`src/rtl/sym_pkg.sv`:
```
package sym_pkg;
  // Mirror position of column col around axis ax, as a signed integer.
  function automatic int mirror_of(input int ax, input int col);
    return 2 * ax - col;
  endfunction
endpackage

```
`src/rtl/sym_vote_counter.sv`:
```
module sym_vote_counter #(
  parameter int CNT_W = 8
) (
  input  logic             clk,
  input  logic             rst,
  input  logic             clr,
  input  logic             inc,
  output logic [CNT_W-1:0] cnt
);
  localparam logic [CNT_W-1:0] CMAX = '1;

  always_ff @(posedge clk) begin
    if (rst || clr)
      cnt <= '0;
    else if (inc && cnt != CMAX)
      cnt <= cnt + 1'b1;
  end
endmodule

```
`src/rtl/sym_lowest_pick.sv`:
```
module sym_lowest_pick #(
  parameter int W     = 16,
  parameter int IDX_W = $clog2(W)
) (
  input  logic [W-1:0]     flags,
  output logic             any,
  output logic [IDX_W-1:0] idx
);
  always_comb begin
    any = 1'b0;
    idx = '0;
    for (int i = W - 1; i >= 0; i--) begin
      if (flags[i]) begin
        any = 1'b1;
        idx = IDX_W'(i);
      end
    end
  end
endmodule

```
`src/rtl/sym_mirror_and.sv`:
```
module sym_mirror_and #(
  parameter int W     = 16,
  parameter int IDX_W = $clog2(W)
) (
  input  logic [W-1:0]     row,
  input  logic [IDX_W-1:0] axis,
  input  logic             en,
  output logic [W-1:0]     kept
);
  import sym_pkg::*;

  always_comb begin
    kept = '0;
    for (int i = 0; i < W; i++) begin
      int m;
      m = mirror_of(int'(axis), i);
      if (en && m >= 0 && m < W)
        kept[i] = row[i] & row[m];
    end
  end
endmodule

```
`src/rtl/sym_axis_detector.sv`:
```
module sym_axis_detector #(
  parameter int W     = 16,
  parameter int CNT_W = 8,
  parameter int IDX_W = $clog2(W)
) (
  input  logic             clk,
  input  logic             rst,
  input  logic             frame_start,
  input  logic             frame_end,
  input  logic             mid_valid,
  input  logic [W-1:0]     mid_vec,
  input  logic [CNT_W-1:0] threshold,
  input  logic             row_valid,
  input  logic [W-1:0]     row_pix,
  output logic [W-1:0]     axis_flags,
  output logic             axis_found,
  output logic [IDX_W-1:0] axis_idx,
  output logic             ext_valid,
  output logic [W-1:0]     ext_pix
);
  logic [CNT_W-1:0] votes [W];
  logic [W-1:0]     flags_nxt;
  logic             found_nxt;
  logic [IDX_W-1:0] idx_nxt;
  logic [W-1:0]     kept;

  for (genvar g = 0; g < W; g++) begin : g_col
    sym_vote_counter #(.CNT_W(CNT_W)) u_cnt (
      .clk (clk),
      .rst (rst),
      .clr (frame_start),
      .inc (mid_valid & mid_vec[g]),
      .cnt (votes[g])
    );
    assign flags_nxt[g] = votes[g] > threshold;
  end

  sym_lowest_pick #(.W(W), .IDX_W(IDX_W)) u_pick (
    .flags (flags_nxt),
    .any   (found_nxt),
    .idx   (idx_nxt)
  );

  sym_mirror_and #(.W(W), .IDX_W(IDX_W)) u_mirror (
    .row  (row_pix),
    .axis (axis_idx),
    .en   (axis_found),
    .kept (kept)
  );

  always_ff @(posedge clk) begin
    if (rst) begin
      axis_flags <= '0;
      axis_found <= 1'b0;
      axis_idx   <= '0;
    end else if (frame_end) begin
      axis_flags <= flags_nxt;
      axis_found <= found_nxt;
      axis_idx   <= idx_nxt;
    end
  end

  always_ff @(posedge clk) begin
    if (rst) begin
      ext_valid <= 1'b0;
      ext_pix   <= '0;
    end else begin
      ext_valid <= row_valid;
      ext_pix   <= row_valid ? kept : '0;
    end
  end
endmodule


```
`config.mk`:
```
export PLATFORM = sky130hd
export DESIGN_NAME = sym_axis_detector
export DESIGN_NICKNAME = d
export VERILOG_FILES = /design/src/rtl/sym_pkg.sv /design/src/rtl/sym_vote_counter.sv /design/src/rtl/sym_lowest_pick.sv /design/src/rtl/sym_mirror_and.sv /design/src/rtl/sym_axis_detector.sv
export SDC_FILE = /design/constraint.sdc
export NUM_CORES = 1
export LEC_CHECK = 0
export CORE_MARGIN = 2
export CORE_UTILIZATION = 40
export DETAILED_ROUTE_END_ITERATION = 10
export SYNTH_ARGS = -nofsm -noshare
export SYNTH_HDL_FRONTEND = slang
export SYNTH_SLANG_ARGS = --single-unit
```
`constraint.sdc`:
```
create_clock -name clk -period 4.6 [get_ports clk]
set_input_delay 0.92 -clock clk [delete_from_list [all_inputs] [get_ports clk]]
set_output_delay 0.92 -clock clk [all_outputs]
set_load 0.03 [all_outputs]
```
==> results of run 1 <==
==> synth_stat cells (all sizes together), types with 2 or more instances <==
cell type / n
a21o: 15
a41oi: 2
o32ai: 2
xnor2: 32
a22oi: 6
a31oi: 5
inv: 40
nor3: 3
buf: 9
nand4: 48
a211oi: 5
dfxtp: 166
o22a: 2
mux2i: 28
and4: 2
o21a: 5
nand2: 90
xor2: 53
nor3b: 3
ha: 151
o21ai: 52
or3: 32
o21bai: 4
o211ai: 13
mux4: 16
nand3: 60
a221oi: 2
nor2b: 16
a211o: 2
or2: 6
nor2: 155
clkbuf: 21
a21oi: 98
o211a: 9
and3: 26
o22ai: 2
==> registers in the layout, summed over array words and instances (netlist names) <==
signal and count:
axis_found 1, ext_pix 16, axis_flags 16, g_col.u_cnt.cnt 128, ext_valid 1, axis_idx 4
==> routing by layer <==
layer,global-route usage (%),vias up,routed length [um]
li1,-,4498,-
met1,25.6,4126,12700
met2,31.6,168,11700
met3,2.55,26,922
met4,6.39,0,469
met5,0,-,0
==> worst max-delay path by stage <==
stage | from | endpoint | slack (ns) | depth (start not counted)
2_1_floorplan | threshold[3] | axis_idx[1]$_SDFFE_PP0P_ | 1.67 | 9
5_1_grt | threshold[5] | axis_idx[3]$_SDFFE_PP0P_ | 1.00 | 10
3_3_place_gp | threshold[5] | axis_idx[3]$_SDFFE_PP0P_ | 0.81 | 10
4_1_cts | threshold[5] | axis_idx[3]$_SDFFE_PP0P_ | 1.19 | 10
6_report | threshold[1] | axis_idx[3]$_SDFFE_PP0P_ | 1.21 | 11
3_5_place_dp | threshold[5] | axis_idx[3]$_SDFFE_PP0P_ | 0.74 | 10
==> report_power, final <==
group	internal [mW]	total (mW)	leakage (nW)	switching [mW]
clock network	0.977	1.56	0.302	0.581
logic	0.131	0.303	3.33	0.172
registers	1.45	1.46	1.34	0.0100
==> worst min-delay path: stages, from the launching register on <==
cell	delay (ns)
dfxtp_1	0.32
a21oi_1	0.06
nor2_1	0.07
==> cell usage in the layout (no fill, tap or decap), types with 3 or more instances in the layout <==
| master | n |
|---|---|
| o21bai_1 | 4 |
| dfxtp_1 | 166 |
| o21a_1 | 5 |
| a21oi_1 | 97 |
| o21ai_0 | 40 |
| xnor2_1 | 32 |
| nand4_1 | 48 |
| or3_1 | 32 |
| clkbuf_16 | 17 |
| inv_1 | 39 |
| nor2_1 | 155 |
| clkbuf_1 | 5 |
| nor2b_1 | 16 |
| o211a_2 | 4 |
| or2_1 | 3 |
| clkdlybuf4s50_1 | 83 |
| xor2_1 | 53 |
| a22oi_1 | 6 |
| a21o_1 | 15 |
| nand3_1 | 60 |
| mux4_2 | 16 |
| o21ai_2 | 3 |
| o211ai_1 | 7 |
| bufinv_16 | 5 |
| buf_4 | 14 |
| o211ai_2 | 6 |
| mux2i_1 | 28 |
| a31oi_1 | 4 |
| nand2_1 | 90 |
| o211a_1 | 5 |
| ha_1 | 151 |
| nor3_1 | 3 |
| o21ai_1 | 9 |
| and3_1 | 25 |
| a211oi_1 | 4 |
==> cell type report <==
type | instances | area [um2] | area share, %
clock buffer | 23 | 458 | 3.70
clock inverter | 8 | 171 | 1.38
inverter | 42 | 159 | 1.28
multi-input combinational | 960 | 6900 | 55.7
sequential | 166 | 3320 | 26.8
tap | 335 | 419 | 3.38
timing repair buffer | 98 | 956 | 7.72
==> cells by family (layout without fill, tap and decap cells) <==
family	after synthesis	after routing
buffers and inverters	72	171
DFF	166	166
adders and majority gates	151	151
xor gates and xnor gates	85	85
and+or+nand+nor	446	446
muxes	45	45
AOI/OAI and AO/OA	233	233
==> metrics by stage <==
step	util [%]	hold WS, ns	power [mW]
6_report	47.8	0.487	3.32
5_1_grt	47.8	0.534	3.44
3_5_place_dp	45.4	0.482	1.79
3_3_place_gp	45.4	0.480	1.78
4_1_cts	47.8	0.497	3.36
2_1_floorplan	-	0.475	1.67
==> flow_metrics.env, run 1 <==
export IMPL_synthCells=1198
export IMPL_final_period_utilization_pct=73.8
export IMPL_holdCritPathClass="flip-flop to flip-flop"
export IMPL_min_from="axis_flags[15]$_SDFFE_PP0P_"
export IMPL_syn_nets=1395
export IMPL_grt_pass1_vias=8429
export IMPL_startpoint_type="input port"
export IMPL_dpl_cell_count=1601
export IMPL_synth_top_area_share_pct=31.6
export IMPL_placed_area_um2=11800
export IMPL_ys_top_cells_by_area="dfxtp_1 (32%), ha_1 (18%), nor2_1 (5.5%)"
export IMPL_p_per_area_nw_per_um2=268
export IMPL_max_cap_violations=0
export IMPL_setup_viol=0
export IMPL_skew_ns=0.00837
export IMPL_synth_top_family_by_area="simple AND/OR/NAND/NOR gates"
export IMPL_synth_largest_area_cell="dfxtp_1"
export IMPL_grt_pass1_wl_um=42800
export IMPL_fin_ws_ns=1.21
export IMPL_synth_warnings=0
export IMPL_h_tree_depth=4
export IMPL_r2r_end="ext_pix[14]$_SDFF_PP0_"
export IMPL_rsz0062_at_grt="false"
export IMPL_first_pass_iters=5
export IMPL_r2r_start="axis_idx[1]$_SDFFE_PP0P_"
export IMPL_cp_top_family="compound AO/OA/AOI/OAI gates"
export IMPL_synthAdderAreaFrac_pct=18.0
export IMPL_synth_mux_area_share_pct=6.20
export IMPL_drtAntennaViolNets=0
export IMPL_synth_cell_types=67
export IMPL_root_buffer="clkbuf_16"
export IMPL_syn_area_um2=10500
export IMPL_fp_row_count=59
export IMPL_slowest_delay_ns=0.46
export IMPL_first_iter_violations=411
export IMPL_hold_viol_final=0
export IMPL_seq_area_frac_synth_pct=31.6
export IMPL_setup_tns_final_ns=0
export IMPL_status="finished, final reports clean"
export IMPL_finalNonFillerCells=1632
export IMPL_fp_coreArea_um2=25900
export IMPL_fin_area_um2=12400
export IMPL_wl_per_cell_um=15.9
export IMPL_ioPinCount=84
export IMPL_grt_max_degree=78
export IMPL_overflow=0
export IMPL_die_height_um=166
export IMPL_cp_end_kind="flip-flop"
export IMPL_reg2reg_depth=5
export IMPL_tritoncts="built"
export IMPL_cp_arrival_ns=3.75
export IMPL_grt_usage_pct=19.0
export IMPL_place_ws_ns=0.741
export IMPL_dieArea_um2=27600
export IMPL_antenna_found_initial=0
export IMPL_vias=8818
export IMPL_path_clk_slew_ns=0.06
export IMPL_port_buffers=83
export IMPL_avgSynthCellArea_um2=8.77
export IMPL_worstHoldPathCells=2
export IMPL_drt_wl_total_um=25900
export IMPL_path_buf_inv=3
export IMPL_fmax_mhz=295
export IMPL_cts_setup_buffers=0
export IMPL_path_max_fanout=11
export IMPL_layout_min_cycle_time_ns=3.39
export IMPL_synth_edf_count=0
export IMPL_slowest_stage="o21ai_1"
export IMPL_path_cells="clkdlybuf4s50_1 -> inv_1 -> buf_4 -> ha_1 -> nor2b_1 -> o21bai_1 -> a21oi_1 -> o21ai_1 -> nand4b_1 -> a311o_1 -> a21oi_1"
export IMPL_drc=0
export IMPL_syn_to_final_growth_pct=17.9
export IMPL_dp_hpwl_um=18900
export IMPL_insertion_delay_ns=0.43
export IMPL_cts_buffers=17
export IMPL_ys_flop_type="dfxtp_1"
export IMPL_slew_headroom_pct=39.8
export IMPL_crit_type="input port to flip-flop"
export IMPL_crit_required_ns=4.96
export IMPL_synthSimpleGateAreaFrac_pct=20.2
export IMPL_synth_compound_area_share_pct=14.2
export IMPL_ff2ff_setup_slack_ns=2.23
export IMPL_hold_buffers=0
export IMPL_p_leak_nw=4.97
export IMPL_nNetsFinal=1482
export IMPL_die_w_um=166
export IMPL_synth_async_reset_ratio_pct=0
export IMPL_start_util_pct=40.6
export IMPL_synth_xor_area_share_pct=7.08
export IMPL_n_antenna_cell=0
export IMPL_min_to="axis_flags[15]$_SDFFE_PP0P_"
export IMPL_peakVddDrop_mv=0.180
export IMPL_slew_viol_final=0
export IMPL_final_layout_size_suffix_gt1_share_pct=6.48
export IMPL_cts_path_max_buffers=2
export IMPL_clock_sinks=166
export IMPL_tightest_slew_ns=0.903
export IMPL_globalplace_congestion=0.848
export IMPL_ys_ff_latch=166
export IMPL_cpMostUsedCell="a21oi_1"
export IMPL_routed_via_density=5.40
export IMPL_nFillCells=2484
export IMPL_cts_repair_resized=0
(Power assumes the default switching activity.)
==> run 2: changes to the inputs <==
- clock period: 4.6 -> 3.3 ns (I/O delays scaled with it)
==> run 2 against run 1 <==
Clock-buffer cell count rose by 1. Critical endpoint unchanged. First-iteration DRC count rose by 17%. Power rose by 31%. Largest cell class unchanged. Critical path type unchanged. Critical path depth did not move. Final cell count rose by 1.2%. Flip-flop and latch count did not move. Register-to-register slack got worse by 1.3 ns. Sequential power rose by 39%. Clock power rose by 21%. Utilization rose by 0.45 points. Die area did not move. Non-clock buffer count rose by 20.
==> flow_metrics.env, run 2 (synthesized netlist as in run 1, its figures left out) <==
export IMPL_fp_coreArea_um2=25900
export IMPL_setup_viol=0
export IMPL_startpoint_type="input port"
export IMPL_antenna_found_initial=0
export IMPL_clock_sinks=166
export IMPL_hold_viol_final=0
export IMPL_overflow=0
export IMPL_layout_common_cells="dfxtp_1 (166), nor2_1 (155), ha_1 (151)"
export IMPL_slew_viol_final=0
export IMPL_cp_end_kind="flip-flop"
export IMPL_cts_path_max_buffers=2
export IMPL_grt_max_degree=52
export IMPL_vias=8885
export IMPL_start_util_pct=40.6
export IMPL_nFillCells=2472
export IMPL_port_buffers=83
export IMPL_wl_per_cell_um=15.6
export IMPL_place_ws_ns=-0.0274
export IMPL_nNetsFinal=1502
export IMPL_dp_hpwl_um=19200
export IMPL_cts_setup_buffers=0
export IMPL_die_height_um=166
export IMPL_finalNonFillerCells=1652
export IMPL_tightest_slew_ns=0.556
export IMPL_drt_wl_total_um=25900
export IMPL_globalplace_congestion=0.844
export IMPL_grt_usage_pct=19.0
export IMPL_holdCritPathClass="flip-flop to flip-flop"
export IMPL_root_buffer="clkbuf_16"
export IMPL_layout_min_cycle_time_ns=2.89
export IMPL_routed_via_density=5.38
export IMPL_max_cap_violations=0
export IMPL_first_pass_iters=4
export IMPL_cts_repair_resized=0
export IMPL_largest_reg_flops=128
export IMPL_cp_arrival_ns=3.25
export IMPL_n_antenna_cell=0
export IMPL_top_register="g_col.u_cnt.cnt"
export IMPL_top_regs="g_col.u_cnt.cnt: 128 flops, axis_flags: 16 flops, ext_pix: 16 flops"
export IMPL_final_layout_size_suffix_gt1_share_pct=7.90
export IMPL_p_per_area_nw_per_um2=349
export IMPL_crit_type="input port to flip-flop"
export IMPL_h_tree_depth=4
export IMPL_grt_pass1_vias=8479
export IMPL_ioPinCount=84
export IMPL_fin_ws_ns=0.406
export IMPL_hold_buffers=0
export IMPL_drc=0
export IMPL_layout_commonest_cell="dfxtp_1"
export IMPL_grt_pass1_wl_um=43200
export IMPL_setup_tns_final_ns=0
export IMPL_skew_ns=0.00893
export IMPL_final_period_utilization_pct=87.7
export IMPL_dieArea_um2=27600
export IMPL_fp_row_count=59
export IMPL_p_total_mw=4.36
export IMPL_drtAntennaViolNets=0
export IMPL_multi_input_area_um2=6900
export IMPL_peakVddDrop_mv=0.265
export IMPL_ff2ff_setup_slack_ns=0.97
export IMPL_tritoncts="built"
export IMPL_slew_headroom_pct=62.9
export IMPL_die_w_um=166
export IMPL_p_leak_nw=5.04
export IMPL_register_area_um2=3320
export IMPL_cts_buffers=17
export IMPL_first_iter_violations=482
export IMPL_path_clk_slew_ns=0.06
export IMPL_insertion_delay_ns=0.43
export IMPL_crit_required_ns=3.66
export IMPL_fmax_mhz=346
export IMPL_path_max_fanout=10
export IMPL_dpl_cell_count=1621
export IMPL_status="finished, final reports clean"
export IMPL_rsz0062_at_grt="false"
export IMPL_syn_to_final_growth_pct=19.0
## run 2: changes by cell type in the layout (fill, tap and decap cells not counted)
cell / previous run / this run
inv_6: 1 / 0
clkbuf_8: 1 / 2
bufinv_16: 5 / 1
clkinvlp_4: 1 / 4
buf_12: 1 / 5
clkinv_4: 0 / 1
buf_4: 14 / 30
## run 2: worst paths after layout
| check | from | to | cells past startpoint |
|---|---|---|---|
| worst max-delay path | threshold[1] | axis_idx[3]$_SDFFE_PP0P_ | 11 |
| worst min-delay path | axis_flags[0]$_SDFFE_PP0P_ | axis_flags[0]$_SDFFE_PP0P_ | 2 |
| worst max register to register | g_col[12].u_cnt.cnt[2]$_SDFFE_PP0P_ | axis_idx[0]$_SDFFE_PP0P_ | 8 |
| worst min register to register | axis_flags[0]$_SDFFE_PP0P_ | axis_flags[0]$_SDFFE_PP0P_ | 2 |
## run 2: report_power, final
| part | internal [mW] | total, mW | switching [mW] |
|---|---|---|---|
| Sequential | 2.01 | 2.03 | 0.0121 |
| Combinational | 0.195 | 0.438 | 0.243 |
| Clock | 1.08 | 1.89 | 0.818 |
| Total | 3.29 | 4.36 | 1.07 |
## run 2: per-stage QoR
step | utilization (%) | area [um2] | hold slack, ns
2_1_floorplan | - | 10500 | 0.475
3_3_place_gp | 46.1 | 12000 | 0.477
3_5_place_dp | 46.1 | 12000 | 0.478
4_1_cts | 48.2 | 12500 | 0.490
5_1_grt | 48.2 | 12500 | 0.512
6_report | 48.2 | 12500 | 0.485
## run 2: per-layer routing
layer | share of wire [%] | vias to the layer above | routed length, um | GRT usage [%]
li1 | - | 4553 | - | -
met1 | 50 | 4160 | 12800 | 26.0
met2 | 45 | 145 | 11700 | 31.4
met3 | 3.4 | 27 | 875 | 2.93
met4 | 1.7 | 0 | 433 | 5.14
met5 | 0 | - | 0 | 0
## run 2: critical path: stages
cell and delay, ns:
clkdlybuf4s50_1 0.41, inv_1 0.29, buf_4 0.29, ha_1 0.27
nor2b_1 0.13, o21ai_1 0.11, a31oi_1 0.09, o21ai_1 0.29
nand4b_1 0.23, a311o_1 0.36, a21oi_1 0.11
## run 2: cell type report
| type | count | area share [%] |
|---|---|---|
| Multi-Input combinational cell | 960 | 55.2 |
| Clock buffer | 24 | 3.77 |
| Inverter | 42 | 1.27 |
| Timing Repair Buffer | 118 | 9.25 |
| Clock inverter | 7 | 0.590 |
| Sequential cell | 166 | 26.6 |
| Tap cell | 335 | 3.35 |
